## src/rtl/cache_evt_mon.sv

```systemverilog
module cache_evt_mon #(
  parameter int CW  = 32,
  parameter int NEV = 16,
  parameter int AW  = 3
) (
  input  logic           clk,
  input  logic           rst_n,
  input  logic           mon_en,
  input  logic [NEV-1:0] ev_in,
  input  logic           reg_we,
  input  logic [AW-1:0]  reg_addr,
  input  logic [31:0]    reg_wdata,
  output logic [31:0]    reg_rdata,
  output logic           irq
);
  localparam int NC = 2;
  localparam int SW = $clog2(NEV);
  localparam logic [AW-1:0] A_CTRL = AW'(0);
  localparam logic [AW-1:0] A_STAT = AW'(5);
  localparam logic [AW-1:0] A_MASK = AW'(6);
  localparam logic [AW-1:0] A_CLR  = AW'(7);
  localparam logic [CW-1:0] SAT    = '1;

  logic                   run_q;
  logic [NC-1:0]          mask_q;
  logic [NC-1:0]          stat;
  logic [NC-1:0][CW-1:0]  cnt;
  logic [NC-1:0][SW+1:0]  cfg;

  wire ctrl_wr = reg_we && reg_addr == A_CTRL;
  wire clr_wr  = reg_we && reg_addr == A_CLR;

  always_ff @(posedge clk) begin
    if (!rst_n) begin
      run_q  <= 1'b0;
      mask_q <= '0;
    end else begin
      if (ctrl_wr) run_q <= reg_wdata[0];
      if (reg_we && reg_addr == A_MASK) mask_q <= reg_wdata[NC-1:0];
    end
  end

  for (genvar n = 0; n < NC; n++) begin : g_ctr
    localparam logic [AW-1:0] CFG_A = AW'(2 - n);
    localparam logic [AW-1:0] VAL_A = AW'(4 - n);
    logic [CW-1:0] c_q;
    logic [SW+1:0] f_q;
    logic          s_q;
    wire [SW-1:0] sel    = f_q[SW+1:2];
    wire [1:0]    mode   = f_q[1:0];
    wire          zap    = ctrl_wr && reg_wdata[n+1];
    wire          load   = reg_we && reg_addr == VAL_A && sel == '0;
    wire          step   = run_q && mon_en && sel != '0 && ev_in[sel] && c_q != SAT;
    wire          fire   = step && !zap &&
                           (mode == 2'd1 || (mode == 2'd2 && c_q == SAT - CW'(1)));

    always_ff @(posedge clk) begin
      if (!rst_n) begin
        c_q <= '0;
        f_q <= '0;
        s_q <= 1'b0;
      end else begin
        if (zap)       c_q <= '0;
        else if (load) c_q <= reg_wdata[CW-1:0];
        else if (step) c_q <= c_q + CW'(1);
        if (reg_we && reg_addr == CFG_A) f_q <= reg_wdata[SW+1:0];
        if (fire)                        s_q <= 1'b1;
        else if (clr_wr && reg_wdata[n]) s_q <= 1'b0;
      end
    end

    assign cnt[n]  = c_q;
    assign cfg[n]  = f_q;
    assign stat[n] = s_q;
  end

  always_comb begin
    case (reg_addr)
      A_CTRL:  reg_rdata = {31'b0, run_q};
      AW'(1):  reg_rdata = 32'(cfg[1]);
      AW'(2):  reg_rdata = 32'(cfg[0]);
      AW'(3):  reg_rdata = 32'(cnt[1]);
      AW'(4):  reg_rdata = 32'(cnt[0]);
      A_STAT:  reg_rdata = 32'(stat);
      A_MASK:  reg_rdata = 32'(mask_q);
      default: reg_rdata = '0;
    endcase
  end

  assign irq = |(stat & mask_q);
endmodule

```

## config.mk

```make
export PLATFORM = sky130hd
export DESIGN_NAME = cache_evt_mon
export DESIGN_NICKNAME = d
export VERILOG_FILES = /design/src/rtl/cache_evt_mon.sv
export SDC_FILE = /design/constraint.sdc
export NUM_CORES = 1
export LEC_CHECK = 0
export ABC_AREA = 1
export ABC_CLOCK_PERIOD_IN_PS = 2400
export BUFFER_PORTS_ARGS = -buffer_cell sky130_fd_sc_hd__buf_2
export CAP_MARGIN = 10
export CELL_PAD_IN_SITES_DETAIL_PLACEMENT = 0
export CELL_PAD_IN_SITES_GLOBAL_PLACEMENT = 1
export CORE_AREA = 2 2 133 135
export DETAILED_ROUTE_END_ITERATION = 8
export DIE_AREA = 0 0 135 137
export GPL_TIMING_DRIVEN = 1
export PLACE_DENSITY = 0.77
export SLEW_MARGIN = 20
export SYNTH_ARGS = -nofsm -noshare
export SYNTH_HDL_FRONTEND = slang
export SYNTH_SLANG_ARGS = --single-unit
```

## constraint.sdc

```tcl
create_clock -name clk -period 2.4 [get_ports clk]
set_input_delay 0.48 -clock clk [delete_from_list [all_inputs] [get_ports clk]]
set_output_delay 0.48 -clock clk [all_outputs]
set_load 0.02 [all_outputs]
```

Yosys cells after proc, flatten, opt, wreduce, memory -nomap -nowiden

Cells that the tools add are included.

Word-level logic and storage cells: 84
Register bits after elaboration: 81
Output and inout bits: 33

Equality and inequality tests: 15
Multiplexer cells: 13
$add $sub $neg: 2
Order comparisons: 2
Reduce and logical (&&, ||, !) cells: 42
Bitwise operators: 2

Operators with widths:

| kind                                                       | number |
|---|---|
| case mux 32 bit (7 select lines)                           | 1 |
| 2-to-1 mux 32 bit                                          | 4 |
| adder 32 x 1 -> 32 bit, second input constant              | 2 |
| == test 32 bit, second input constant                      | 2 |
| != test 32 bit, second input constant                      | 2 |
| logical AND 1 bit                                          | 26 |
| == test 3 bit, second input constant                       | 4 |
| less-than comparator 4 x 5 -> 1 bit, second input constant | 2 |
| binary-select mux 1 bit (select 4 bit)                     | 2 |
| zero test 4 bit                                            | 2 |
| nonzero test 2 bit                                         | 4 |
| nonzero test 4 bit                                         | 2 |
| == test 3 x 2 -> 1 bit, second input constant              | 2 |
| 2-to-1 mux 1 bit                                           | 6 |
| OR reduction 2 bit                                         | 3 |
| == test 2 x 1 -> 1 bit, second input constant              | 2 |
| == test 2 bit, second input constant                       | 2 |
| == test 3 x 1 -> 1 bit, second input constant              | 1 |
| zero test 3 bit                                            | 1 |
| bitwise AND 2 bit                                          | 1 |
| zero test 1 bit                                            | 2 |
| logical OR 1 bit                                           | 2 |
| NOT 1 bit                                                  | 1 |

Logic depth before layout (Yosys ltp)

Depth in word-level cells: 7
Depth in mapped cells: 13

Least setup slack after synthesis

OpenSTA, ideal clock, no wires.

Kind: input -> output
From: input port reg_addr[2]
To: output port reg_rdata[18]
Path buffers: 2
Setup slack: 0.497 ns
Required time: 1.920 ns
Cell stages on the path: 5
Data arrival time: 1.423 ns
Cell sequence: inv_2 -> nand3_1 -> clkbuf_1 -> buf_1 -> o22ai_1

Longest elaborated chain between the ends: 2

Ends and longest elaborated chain:

| element                               | line | RTL |
|---|---|---|
| start: declaration                    | 11   | `input logic [AW-1:0] reg_addr,` |
| == test 3 bit (tied with other cells) | 78   | `case (reg_addr)` |
| case mux 32 bit (7 select lines) (*)  | 78   |  |
| end: declaration                      | 13   | `output logic [31:0] reg_rdata,` |

Mark *: on every way between the ends. The rest lies on a longest branch, timed or not.

Worst setup path in the final report

From: input port reg_addr[2]
To: output port reg_rdata[0]

Same word-level chain as after synthesis.

==> impl_metrics.yaml <==
synth:
  synth_ff_type: "dfxtp_1"
  seq_area_frac_synth: 0.241
  synth.distinct_cells: 34
  synth_edf_count: 0
  syn_nets: 1252
  synthTopCellsByArea: "nand2_1 26%, dfxtp_1 24%, nand3_1 9.6%, a21oi_1 6.3%, nor2_1 6.1%"
  syn_area_um2: 6720
  async_flop_share: 0
  ys_seq_elements: 81
  syn_avg_cell_area_um2: 5.63
  netlist_instances: 1193
  synth_most_common_cell: "nand2_1"
  synth_common_cells: "465 x nand2_1, 129 x nand3_1, 109 x nor2_1"
  yosysTopAreaCellShare: 0.260
  synth_top_cell_by_area: "nand2_1"
  ys_warn_count: 0
clocking:
  htree_levels: 3
  cts_buffers: 9
  cts.path.max_buffers: 2
  cts.sinks: 81
  cts_resized: 0
  cts_setup_buffers: 0
  clk_latency_ps: 350
  cts_tree: "yes"
  postCtsHoldBufs: 0
  root_buffer: "clkbuf_16"
  clkTransAtPathRegs_ps: 50
detailed_routing:
  drtIter0Drc: 638
  dr_total_vias: 7889
  drcViolationCount: 0
  wirelength_um: 25200
  detail-route-antenna-nets: 0
  firstDrtPassIters: 7
  via_per_inst: 5.23
  wl_per_cell_um: 16.7
timing:
  max_freq_mhz: 444
  fin_worst_skew_ps: 12.0
  slew-limit-headroom: 0.640
  worst_pin_slew_ps: 539
  slew_violations: 0
  fin_crit_ps: 2250
  rsz0062_at_grt: "false"
  setup_viol: 0
  whs_ps: 433
  final.setup.worst_slack_ps: 147
  min_period_over_period: 0.939
  final_hold_viol_count: 0
  fin_setup_tns_ps: 0
die:
  fp.dieArea_um2: 18500
  die_y_um: 137
  core.rowCount: 48
  die-width_um: 135
  core_um2: 17100
  initial_core_util: 0.394
  io_pins: 88
global_routing:
  grt_max_degree: 49
  track_usage: 0.274
  antenna_found_initial: 0
  grt-busiest-layer: "met2"
  grt_pass1_wl_um: 38900
  gr-usage-met2: 0.428
  grt_use_met3: 0.0407
  use_met1: 0.387
  grt_pass1_vias: 6886
  grt_overflow_total: 0
power:
  p_seq_frac: 0.449
  power_density_nw_per_um2: 395
  combPwrFrac: 0.108
  p_int_mw: 2.21
  total_leakage_power_nw: 3.11
  switching_share: 0.277
  p_sw_mw: 0.846
  vdd_drop_max_v: 0.000355
  pwr-share-clk: 0.444
  p_total_mw: 3.06
worst_setup_path:
  endpoint_kind: "primary output"
  required_ps: 1920
  worst_ep_arrival_time_ps: 1770
  rrSetupSlack_ps: 170
  crit_path_max_fanout: 19
  r2r_end: "g_ctr[1].c_q[9]"
  worstSetupPathType: "primary input to primary output"
  r2r-start: "g_ctr[1].c_q[1]"
  startpoint_type: "primary input"
  r2r_cells: 12
placed_design:
  routabilityCongestion: 0.946
  post-place-ws_ps: 138
  place_area_um2: 7470
  dp_hpwl_um: 19800
  io_buffers: 87
finish:
  antenna_cells: 0
  drive_gt1_frac: 0.143
  multi_input_area_um2: 4390
  syn2layout_area_growth_pct: 15.3
  layout.nets: 1338
  seqCellArea_um2: 1620
  nFillCells: 1971
  design_area_um2: 7740
run_status:
  status: "complete, no violations"
hold_path:
  hold_class: "primary input to flip-flop"
  whs_path_depth: 3
  hold_end: "mask_q[0]"
  worstHoldStart: "reg_wdata[0]"
job:
  drv_cap: 0
how the worst max path moves through the flow:
stage                     from          endpoint  cells past startpoint  slack, ps
6_report           reg_addr[2]      reg_rdata[0]                      8        150
5_1_grt        g_ctr[1].c_q[1]  g_ctr[1].c_q[24]                     12          5
4_1_cts            reg_addr[2]      reg_rdata[0]                      8        140
3_5_place_dp       reg_addr[2]      reg_rdata[0]                      8        140
3_3_place_gp       reg_addr[2]      reg_rdata[0]                      8        160
2_1_floorplan      reg_addr[2]     reg_rdata[18]                      5        500
routing by layer:
metal	vias to the layer above	part of all wire
met1	3595	0.46
met4	0	0.024
met5	-	0
met3	35	0.070
li1	4004	-
met2	255	0.45
worst max-delay path, stage by stage:
cell	delay, ps
buf_2	130
inv_2	70
nand3_1	120
buf_4	270
nor2_1	90
a221oi_1	260
o211ai_1	150
buf_2	190
power by group through the flow:
stage	clock network, mW	logic, mW	registers, mW
5_1_grt	1.43	0.359	1.37
6_report	1.36	0.330	1.37
3_3_place_gp	0	0.325	1.40
4_1_cts	1.37	0.325	1.37
3_5_place_dp	0	0.324	1.40
2_1_floorplan	0	0.182	1.39
flip-flops by register name, summed over array words and instances, names as in the netlist:
name and flops:
mask_q 2, g_ctr.s_q 2, g_ctr.c_q 64, run_q 1
g_ctr.f_q 12
cell type report:
class,count,area share
timing repair buffer,127,0.0983
clock inverter,3,0.00194
inverter,109,0.0529
tap,225,0.0364
multi-input combinational,951,0.567
clock buffer,13,0.0336
sequential,81,0.209
through the flow:
| step | utilization | cells |
|---|---|---|
| floorplan | - | 1193 |
| global placement | 0.438 | 1493 |
| detailed placement | 0.438 | 1493 |
| CTS | 0.454 | 1509 |
| global route | 0.454 | 1509 |
| finish | 0.454 | 1509 |
cells in the final DEF (no fill, tap or decap), drive strengths merged, types with 2 or more instances in the layout:
| cell type | n |
|---|---|
| o21ai | 55 |
| nor3 | 10 |
| xor2 | 19 |
| nor2 | 121 |
| clkbuf | 13 |
| o2111ai | 5 |
| nand3 | 130 |
| a22o | 7 |
| nand2 | 478 |
| o22ai | 19 |
| a21oi | 84 |
| clkinv | 3 |
| xnor2 | 7 |
| buf | 127 |
| ha | 4 |
| dfxtp | 81 |
| o211ai | 2 |
| inv | 109 |
| nand4 | 7 |
cell families after synthesis:
kind of cell	count (synthesis)	share of synthesized area
AND/OR/NAND/NOR	748	0.472
AO/OA/AOI/OAI	173	0.140
buffers and inverters	161	0.105
flip-flops	81	0.241
XOR/XNOR	26	0.0339
adder cells (fa/ha/maj)	4	0.00745
(Power assumes the default switching activity.)
